--- src/rtl/csa_mult_pkg.sv ---
package csa_mult_pkg;

    localparam int MIN_WIDTH = 2;

    typedef struct packed {
        logic sum;
        logic cy;
    } bit_pair_t;

    // 3:2 compression of one bit column
    function automatic bit_pair_t fa3(input logic x, input logic y, input logic z);
        bit_pair_t r;
        r.sum = x ^ y ^ z;
        r.cy  = (x & y) | (x & z) | (y & z);
        return r;
    endfunction

endpackage

--- src/rtl/pp_gen.sv ---
module pp_gen
    import csa_mult_pkg::*;
#(
    parameter int N  = 8,
    parameter int PW = 2 * N
) (
    input  logic [N-1:0]           mcand,
    input  logic [N-1:0]           mplier,
    output logic [N-1:0][PW-1:0]   rows
);
    // Row j: multiplicand gated by multiplier bit j, weighted by 2^j
    for (genvar j = 0; j < N; j++) begin : g_row
        logic [PW-1:0] gated;
        assign gated   = {{(PW-N){1'b0}}, mcand & {N{mplier[j]}}};
        assign rows[j] = gated << j;
    end
endmodule

--- src/rtl/csa_row.sv ---
module csa_row
    import csa_mult_pkg::*;
#(
    parameter int W = 16
) (
    input  logic [W-1:0] in_a,
    input  logic [W-1:0] in_b,
    input  logic [W-1:0] in_c,
    output logic [W-1:0] sum_o,
    output logic [W-1:0] carry_o,
    output logic         drop_o
);
    logic [W-1:0] raw_cy;

    for (genvar i = 0; i < W; i++) begin : g_col
        bit_pair_t bp;
        assign bp        = fa3(in_a[i], in_b[i], in_c[i]);
        assign sum_o[i]  = bp.sum;
        assign raw_cy[i] = bp.cy;
    end

    // Carries are saved, moved up one column for the next stage
    assign carry_o = {raw_cy[W-2:0], 1'b0};
    assign drop_o  = raw_cy[W-1];
endmodule

--- src/rtl/cpa.sv ---
module cpa
    import csa_mult_pkg::*;
#(
    parameter int W = 16
) (
    input  logic [W-1:0] x,
    input  logic [W-1:0] y,
    output logic [W-1:0] s,
    output logic         cout
);
    logic [W:0] c;
    assign c[0] = 1'b0;

    for (genvar i = 0; i < W; i++) begin : g_bit
        bit_pair_t bp;
        assign bp     = fa3(x[i], y[i], c[i]);
        assign s[i]   = bp.sum;
        assign c[i+1] = bp.cy;
    end

    assign cout = c[W];
endmodule

--- src/rtl/csa_array_mult.sv ---
module csa_array_mult
    import csa_mult_pkg::*;
#(
    parameter int N       = 8,
    parameter bit REG_OUT = 1'b1
) (
    input  logic             clk,
    input  logic             rst,
    input  logic [N-1:0]     a_in,
    input  logic [N-1:0]     b_in,
    output logic [2*N-1:0]   prod_out
);
    localparam int PW   = 2 * N;
    localparam int LAST = N - 2;

    if (N < MIN_WIDTH) begin : g_bad_width
        $error("csa_array_mult: N must be at least 2");
    end

    logic [N-1:0][PW-1:0]  pp;
    logic [LAST:0][PW-1:0] sv;
    logic [LAST:0][PW-1:0] cv;
    logic [PW-1:0]         comb_prod;
    logic                  final_cout;

    pp_gen #(.N(N), .PW(PW)) u_pp (
        .mcand  (a_in),
        .mplier (b_in),
        .rows   (pp)
    );

    // Seed the reduction with the two lowest rows
    assign sv[0] = pp[0];
    assign cv[0] = pp[1];

    for (genvar k = 1; k <= LAST; k++) begin : g_stage
        logic drop;
        csa_row #(.W(PW)) u_csa (
            .in_a    (sv[k-1]),
            .in_b    (cv[k-1]),
            .in_c    (pp[k+1]),
            .sum_o   (sv[k]),
            .carry_o (cv[k]),
            .drop_o  (drop)
        );

        AST_CSA_CONSERVE: assert property (@(posedge clk) disable iff (rst)
            (sv[k] + cv[k]) == (sv[k-1] + cv[k-1] + pp[k+1]));
        AST_CSA_NO_DROP: assert property (@(posedge clk) disable iff (rst)
            drop == 1'b0);
    end

    cpa #(.W(PW)) u_cpa (
        .x    (sv[LAST]),
        .y    (cv[LAST]),
        .s    (comb_prod),
        .cout (final_cout)
    );

    AST_CPA_NO_CARRY: assert property (@(posedge clk) disable iff (rst)
        final_cout == 1'b0);

    if (REG_OUT) begin : g_reg
        logic [PW-1:0] prod_q;
        always_ff @(posedge clk) begin
            if (rst) prod_q <= '0;
            else     prod_q <= comb_prod;
        end
        assign prod_out = prod_q;

        AST_PROD_MATCH: assert property (@(posedge clk) disable iff (rst)
            !rst |=> prod_out == (PW'($past(a_in)) * PW'($past(b_in))));
        AST_ZERO_OPERAND: assert property (@(posedge clk) disable iff (rst)
            (a_in == '0 || b_in == '0) |=> prod_out == '0);
    end else begin : g_comb
        assign prod_out = comb_prod;

        AST_PROD_MATCH: assert property (@(posedge clk) disable iff (rst)
            prod_out == (PW'(a_in) * PW'(b_in)));
        AST_ZERO_OPERAND: assert property (@(posedge clk) disable iff (rst)
            (a_in == '0 || b_in == '0) |-> prod_out == '0);
    end
endmodule

--- config.mk ---
export PLATFORM = sky130hd
export DESIGN_NAME = csa_array_mult
export DESIGN_NICKNAME = d
export VERILOG_FILES = /design/src/rtl/csa_mult_pkg.sv /design/src/rtl/pp_gen.sv /design/src/rtl/csa_row.sv /design/src/rtl/cpa.sv /design/src/rtl/csa_array_mult.sv
export SDC_FILE = /design/constraint.sdc
export NUM_CORES = 1
export LEC_CHECK = 0
export ABC_AREA = 0
export BUFFER_PORTS_ARGS = -buffer_cell sky130_fd_sc_hd__clkbuf_2
export CORE_ASPECT_RATIO = 0.75
export CORE_MARGIN = 8
export CORE_UTILIZATION = 30
export CTS_CLUSTER_DIAMETER = 30
export CTS_CLUSTER_SIZE = 14
export DETAILED_ROUTE_END_ITERATION = 16
export HOLD_SLACK_MARGIN = 0.02
export PLACE_DENSITY = 0.53
export SYNTH_ARGS = -nofsm -noshare
export SYNTH_HDL_FRONTEND = slang
export SYNTH_SLANG_ARGS = --single-unit
export TNS_END_PERCENT = 10
--- constraint.sdc ---
create_clock -name clk -period 7.7 [get_ports clk]
set_clock_uncertainty 0.15 [all_clocks]
set_input_delay 1.155 -clock clk [delete_from_list [all_inputs] [get_ports clk]]
set_output_delay 1.155 -clock clk [all_outputs]
set_load 0.02 [all_outputs]
==> reports/qor.yml, run 1 <==
layout:
  finalNetCount: 306
  final-seq-area_um2: 320
  syn_to_final_growth_pct: 21.0
  fin_area_um2: 2360
  diodes: 0
  multi_input_area_um2: 1520
  layout-drive-gt1-share_pct: 31.2
  fillers: 666
  largest_reg_flops: 16
  finalNonFillerCells: 312
route:
  drtIter0Drc: 16
  routed_wl_um: 3770
  dr.pass1.iters: 4
  drc_errors: 0
  routed_via_density: 4.27
  num_vias: 1333
  routedWlPerCell_um: 12.1
  drtAntennaViolNets: 0
sta:
  finalCritPeriodShare_pct: 96.9
  slew_headroom_pct: 75.5
  rsz0062_at_grt: "false"
  tightest_slew_ps: 367
  max_freq_ghz: 0.134
  final-max-slew-violation-count: 0
  final.setup.tns_ps: 0
  setup_viol: 0
  hold_viol_final: 0
  period_needed_ps: 7460
global_route:
  grt-busiest-layer: "met2"
  gr-usage-met2_pct: 14.5
  grt_pass1_wl_um: 6920
  grt_pass1_vias: 1545
  gr-usage-met3_pct: 3.07
  grt_max_degree: 17
  overflow: 0
  use_met1_pct: 12.2
  track_usage_pct: 9.19
  antenna_found_initial: 0
synthesis:
  async_reset_ff_share_pct: 0
  synth_warnings: 0
  synth_top_cell_by_area: "fa_1"
  netlist_area_um2: 1950
  synth.distinct_cells: 12
  synth_flop_cell: "dfxtp_1"
  ys_seq_area_share_pct: 16.4
  synth_area_per_cell_um2: 10.4
  yosysTopAreaCellShare_pct: 49.3
  syn_nets: 261
  synth_cells: 187
  synth-edff-count: 0
  yosysMostFrequentCell: "fa_1"
  yosys_register_bits: 16
  synth_common_cells: "fa_1 (48), nand2_1 (41), inv_1 (34), and2_1 (22), dfxtp_1 (16)"
  ys_top_cells_by_area: "fa_1 (49%), dfxtp_1 (16%), nand2_1 (7.9%), and2_1 (7.1%), inv_1 (6.5%)"
hold_path:
  hold_path_end: "prod_out[0]"
  hp-start: "a_in[0]"
  holdCritPathClass: "input pin to flop"
  hold_depth: 2
die:
  die_w_um: 109
  coreArea_um2: 6290
  row_count: 25
  ios: 34
  dieArea_um2: 9360
  start_util_pct: 31.0
  die_y_um: 85.8
clock_tree:
  cts_max_level: 1
  cts_tree: "yes"
  cts.clk_slew.worst_paths_ps: 60
  clock_path_buffers: 2
  clock-root-buffer: "clkbuf_8"
  cts_sinks: 16
  cts-hold-fix-buffers: 0
  numCtsBuffers: 3
worst_setup_path:
  cpPeakStageDelay_ps: 520
  cp_max_fo: 5
  critPathArrivalTime_ps: 7440
  crit_chain: "clkbuf_4, and2_4, fa_1, inv_1, fa_1, fa_1, fa_1, fa_1, fa_1, inv_1, ha_2, fa_2, fa_2, fa_2, fa_2, fa_2, fa_2, fa_1, nor2b_2"
  crit_buf_inv: 3
  cpMostUsedCell: "fa_1"
  start_kind: "input pin"
  cp.required_ps: 7680
  cpLargestDelayFamily: "adder cells"
  path_class: "input pin to flop"
  slowest_stage: "fa_1"
  endpoint_kind: "flop"
pwr:
  cellLeakagePower_uw: 0.00114
  powerDensity_nw_per_um2: 231
  seqPwrFrac_pct: 21.3
  power.switching_uw: 222
  vdd_drop_max_uv: 130
  p_int_uw: 323
  pwr-share-comb_pct: 65.4
  pwr-share-clk_pct: 13.3
  switching_share_pct: 40.7
placed_design:
  detailed_place.area_um2: 2280
  portBuffers: 33
  gp_congestion: 0.715
  dp_hpwl_um: 3390
  dp.cells: 308
run:
  max_cap_violations: 0
outcome:
  status: "complete, no violations"
-- logic make-up after synthesis --
group	count (synthesis)	synth area share, %
and+or+nand+nor	79	21.8
adders and majority gates	56	54.4
buffers and inverters	36	7.38
DFF	16	16.4
-- stage by stage --
stage                     util [%]  hold slack [ps]  power (uW)  worst slack (ps)
after detailed placement      36.2             1410         476              -302
after CTS                     37.2             1150         555              13.4
final                         37.6             1160         544               237
after global placement        36.2             1410         470              -251
after floorplan                  -             1180         387              28.7
after global routing          37.6             1160         630              15.1
-- cell usage in the layout (no fill, tap or decap) --
cell       n
fa_2       9
buf_4     10
and2_4     2
and2_1    20
fa_1      39
nor2b_2    7
and2b_2    5
and3b_2    1
clkbuf_4   1
ha_2       1
ha_1       7
nand2_2    1
nor2b_1    3
buf_2      1
nand2_1   40
dfxtp_1   16
clkbuf_2  30
inv_1     34
clkbuf_8   4
-- layout make-up --
class | count | area share (%)
repair buffers | 42 | 10.1
well taps | 81 | 4.29
clock buffers | 4 | 2.33
multi-input cells | 135 | 64.3
flip-flops and latches | 16 | 13.6
inverters | 34 | 5.41
-- how the worst max path moves through the flow --
stage / from / end / cells after the start
floorplan: a_in[7] / prod_out[14] / 18
global placement: b_in[1] / prod_out[14] / 20
detailed placement: b_in[1] / prod_out[14] / 19
CTS: b_in[0] / prod_out[14] / 19
global route: b_in[0] / prod_out[14] / 19
finish: b_in[0] / prod_out[14] / 19
-- metal layers --
layer,vias up,wire (um),share of wire [%]
li1,621,-,-
met1,686,1800,48
met2,26,1750,47
met3,0,210,5.6
met4,0,0,0
met5,-,0,0
-- power groups by stage --
stage	clock [uW]	combinational [uW]	sequential (uW)
4_1_cts	76.0	363	116
2_1_floorplan	0	236	151
3_3_place_gp	0	352	118
6_report	72.4	356	116
5_1_grt	79.7	432	119
3_5_place_dp	0	358	118
-- what timing repair did --
item                       in CTS  in global routing
buffers inserted                0                  0
pin swaps                       4                 13
setup endpoints to repair       1                  2
resized for setup               3                 12
No activity file was read; power rests on OpenSTA's default activity.
==> run 2, diff against run 1 <==
Settings changed: PLACE_DENSITY 0.53 to 0.51.
Clock period 7.7 ns to 8.4 ns, I/O delays scaled along.
==> reports/qor.yml, run 2 (same netlist as run 1, synthesis figures left out) <==
outcome:
  status: "complete, no violations"
route:
  drtIter0Drc: 16
  routedWlPerCell_um: 11.6
  drtAntennaViolNets: 0
  num_vias: 1318
  routed_via_density: 4.31
  routed_wl_um: 3560
  drc_errors: 0
  dr.pass1.iters: 4
die:
  dieArea_um2: 9360
  die_w_um: 109
  die_y_um: 85.8
  ios: 34
  start_util_pct: 31.0
  row_count: 25
  coreArea_um2: 6290
worst_setup_path:
  cpLargestDelayFamily: "adder cells"
  cp_max_fo: 8
  cp.required_ps: 8380
  cpPeakStageDelay_ps: 540
  crit_buf_inv: 3
  endpoint_kind: "flop"
  start_kind: "input pin"
  slowest_stage: "fa_1"
  crit_chain: "clkbuf_2, and2_1, fa_1, inv_1, fa_1, fa_1, fa_1, fa_1, fa_1, inv_1, ha_1, fa_1, fa_1, fa_1, fa_2, fa_1, fa_1, fa_1, nor2b_2"
  critPathArrivalTime_ps: 8050
  path_class: "input pin to flop"
  cpMostUsedCell: "fa_1"
sta:
  tightest_slew_ps: 355
  final-max-slew-violation-count: 0
  max_freq_ghz: 0.124
  setup_viol: 0
  period_needed_ps: 8070
  finalCritPeriodShare_pct: 96.0
  slew_headroom_pct: 76.3
  hold_viol_final: 0
  rsz0062_at_grt: "false"
clock_tree:
  clock-root-buffer: "clkbuf_8"
  cts.clk_slew.worst_paths_ps: 60
  clock_path_buffers: 2
  numCtsBuffers: 3
  cts_sinks: 16
  cts_max_level: 1
  cts-hold-fix-buffers: 0
  cts_tree: "yes"
layout:
  diodes: 0
  layout-drive-gt1-share_pct: 24.0
  final_common_cell: "fa_1"
  finalNonFillerCells: 306
  fin_area_um2: 2280
  mostFrequentLayoutCells: "fa_1 (47), nand2_1 (41), inv_1 (34), clkbuf_2 (33), and2_1 (22)"
  fillers: 669
  largest_reg_flops: 16
  syn_to_final_growth_pct: 16.9
  finalNetCount: 300
placed_design:
  gp_congestion: 0.707
  portBuffers: 33
  dp.cells: 302
  dp_hpwl_um: 3220
  detailed_place.area_um2: 2220
run:
  max_cap_violations: 0
global_route:
  antenna_found_initial: 0
  grt_max_degree: 17
  track_usage_pct: 8.54
  grt_pass1_vias: 1485
  overflow: 0
  grt_pass1_wl_um: 6520
hold_path:
  holdCritPathClass: "input pin to flop"
pwr:
  cellLeakagePower_uw: 0.00112
  vdd_drop_max_uv: 137
  powerDensity_nw_per_um2: 211
[run 2: changes by cell type in the layout (fill, tap and decap cells not counted), sizes merged]
cell / before / now
buf: 11 / 3
clkbuf: 35 / 37
[run 2: timing repair]
| action | CTS | global route |
|---|---|---|
| endpoints found under the hold margin | 0 | 0 |
| setup endpoints to repair | 0 | 1 |
| setup buffers | 0 | 0 |
| resized for setup | 0 | 1 |
[run 2: layer usage]
metal | wire [um] | GRT usage (%)
met1 | 1690 | 11.2
met2 | 1600 | 13.4
met3 | 273 | 3.07
met4 | 0 | 1.12
met5 | 0 | 0
[run 2: worst paths after layout]
| check | start | to | slack [ps] | depth (start not counted) |
|---|---|---|---|---|
| setup / recovery | b_in[0] | prod_out[14] | 330 | 19 |
| hold / removal | a_in[0] | prod_out[0] | 1250 | 2 |
[run 2: layout make-up]
type                       instances  area [um2]  area share (%)
inverter                          34         128            5.60
tap                               81         101            4.44
timing repair buffer              36         188            8.23
multi-input combinational        135        1490            65.3
clock buffer                       4        55.1            2.41
sequential                        16         320            14.0
[run 2: power by group]
part,internal [uW],switching (uW)
sequential,101,5.51
clock,41.5,25.3
combinational,142,166
total,285,197
[run 2: through the flow]
step | hold slack, ps | setup TNS (ps) | setup WS (ps) | total power (uW) | util [%]
after floorplan | 1290 | 0 | 337 | 352 | -
after global placement | 1520 | 0 | 32.8 | 426 | 35.4
after detailed placement | 1520 | -36.3 | -36.3 | 430 | 35.4
after CTS | 1260 | 0 | 233 | 500 | 36.2
after global routing | 1270 | 0 | 40.9 | 557 | 36.3
final | 1250 | 0 | 333 | 482 | 36.3
==> run 3, diff against run 2 <==
==> constraint.sdc (replaced) <==
create_clock -name clk -period 8.4 [get_ports clk]
set_clock_uncertainty 0.15 [all_clocks]
set_input_delay 0.84 -clock clk [delete_from_list [all_inputs] [get_ports clk]]
set_output_delay 0.84 -clock clk [all_outputs]
set_load 0.02 [all_outputs]
==> reports/qor.yml, run 3 (same netlist as run 1, synthesis figures left out) <==
sta:
  slew_headroom_pct: 76.5
  period_needed_ps: 7700
  hold_ws_ps: 853
  tightest_slew_ps: 353
  hold_viol_final: 0
  max_freq_ghz: 0.130
  finalCritPeriodShare_pct: 91.7
  rsz0062_at_grt: "false"
  setup_viol: 0
  final-max-slew-violation-count: 0
  final.setup.tns_ps: 0
global_route:
  grt_max_degree: 17
  grt_pass1_wl_um: 6580
  grt-busiest-layer: "met2"
  gr-usage-met3_pct: 3.37
  gr-usage-met2_pct: 13.9
  overflow: 0
  track_usage_pct: 8.68
  use_met1_pct: 11.3
  antenna_found_initial: 0
  grt_pass1_vias: 1465
layout:
  syn_to_final_growth_pct: 15.7
  finalNonFillerCells: 303
  mostFrequentLayoutCells: "fa_1 (48), nand2_1 (41), inv_1 (34), clkbuf_2 (33), and2_1 (22)"
  largest_reg_flops: 16
  layout-drive-gt1-share_pct: 22.5
  fillers: 646
  diodes: 0
  finalNetCount: 297
  final_common_cell: "fa_1"
die:
  die_y_um: 85.8
  coreArea_um2: 6290
  die_w_um: 109
  dieArea_um2: 9360
  start_util_pct: 31.0
  ios: 34
  row_count: 25
hold_path:
  holdCritPathClass: "input pin to flop"
worst_setup_path:
  endpoint_kind: "flop"
  cpLargestDelayFamily: "adder cells"
  worstSetupStartpoint: "b_in[0]"
  start_kind: "input pin"
  path_class: "input pin to flop"
  crit_end: "prod_out[14]"
  cp_max_fo: 8
  critPathArrivalTime_ps: 7680
  crit_buf_inv: 3
  cpPeakStageDelay_ps: 540
  cp.required_ps: 8380
  cpMostUsedCell: "fa_1"
  slowest_stage: "fa_1"
  crit_cells: 19
  crit_chain: "clkbuf_2, and2_1, fa_1, inv_1, fa_1, fa_1, fa_1, fa_1, fa_1, inv_1, ha_1, fa_1, fa_1, fa_1, fa_1, fa_1, fa_1, fa_1, nor2b_2"
clock_tree:
  cts_sinks: 16
  cts_resized: 0
  clock_path_buffers: 2
  clock-root-buffer: "clkbuf_8"
  cts-hold-fix-buffers: 0
  post-cts-setup-buffer-count: 0
  cts.clk_slew.worst_paths_ps: 60
  numCtsBuffers: 3
  cts_tree: "yes"
  cts_max_level: 1
route:
  dr.pass1.iters: 4
  routed_via_density: 4.37
  drc_errors: 0
  routedWlPerCell_um: 11.8
  drtAntennaViolNets: 0
  drtIter0Drc: 29
  routed_wl_um: 3580
  num_vias: 1325
placed_design:
  dp_hpwl_um: 3270
  portBuffers: 33
  dp.cells: 299
  gp_congestion: 0.707
outcome:
  status: "complete, no violations"
run:
  max_cap_violations: 0
pwr:
  powerDensity_nw_per_um2: 213
  cellLeakagePower_uw: 0.00110
  vdd_drop_max_uv: 98.7
run 3: worst min path at each step:
stage             from  cells past startpoint          end  slack, ps
2_1_floorplan  a_in[0]                      1  prod_out[0]        870
3_3_place_gp   a_in[0]                      2  prod_out[0]       1110
3_5_place_dp   a_in[0]                      2  prod_out[0]       1100
4_1_cts        a_in[0]                      2  prod_out[0]        850
5_1_grt        a_in[0]                      2  prod_out[0]        850
6_report       a_in[0]                      2  prod_out[0]        850
run 3: cell type report:
class	instances	area [um2]	share of cell area, %
multi-input combinational	135	1490	65.9
tap	81	101	4.49
inverter	34	128	5.66
timing repair buffer	33	165	7.32
clock buffer	4	55.1	2.44
sequential	16	320	14.2
run 3: routing by layer:
layer / up-vias / wire length [um]
met5: - / 0
met4: 0 / 0
li1: 607 / -
met2: 32 / 1650
met1: 686 / 1620
met3: 0 / 303
run 3: stage by stage:
| stage | area, um2 | utilization, % | power (uW) | worst slack (ps) |
|---|---|---|---|---|
| 2_1_floorplan | 1950 | - | 352 | 757 |
| 3_3_place_gp | 2200 | 35.0 | 425 | 452 |
| 3_5_place_dp | 2200 | 35.0 | 430 | 354 |
| 4_1_cts | 2260 | 35.9 | 499 | 620 |
| 5_1_grt | 2260 | 35.9 | 556 | 370 |
| 6_report | 2260 | 35.9 | 480 | 696 |
run 3: power breakdown:
group | internal (uW) | leakage, uW | switching [uW]
clock network | 41.5 | 0.0000288 | 24.3
logic | 141 | 0.000942 | 167
registers | 101 | 0.000133 | 5.41
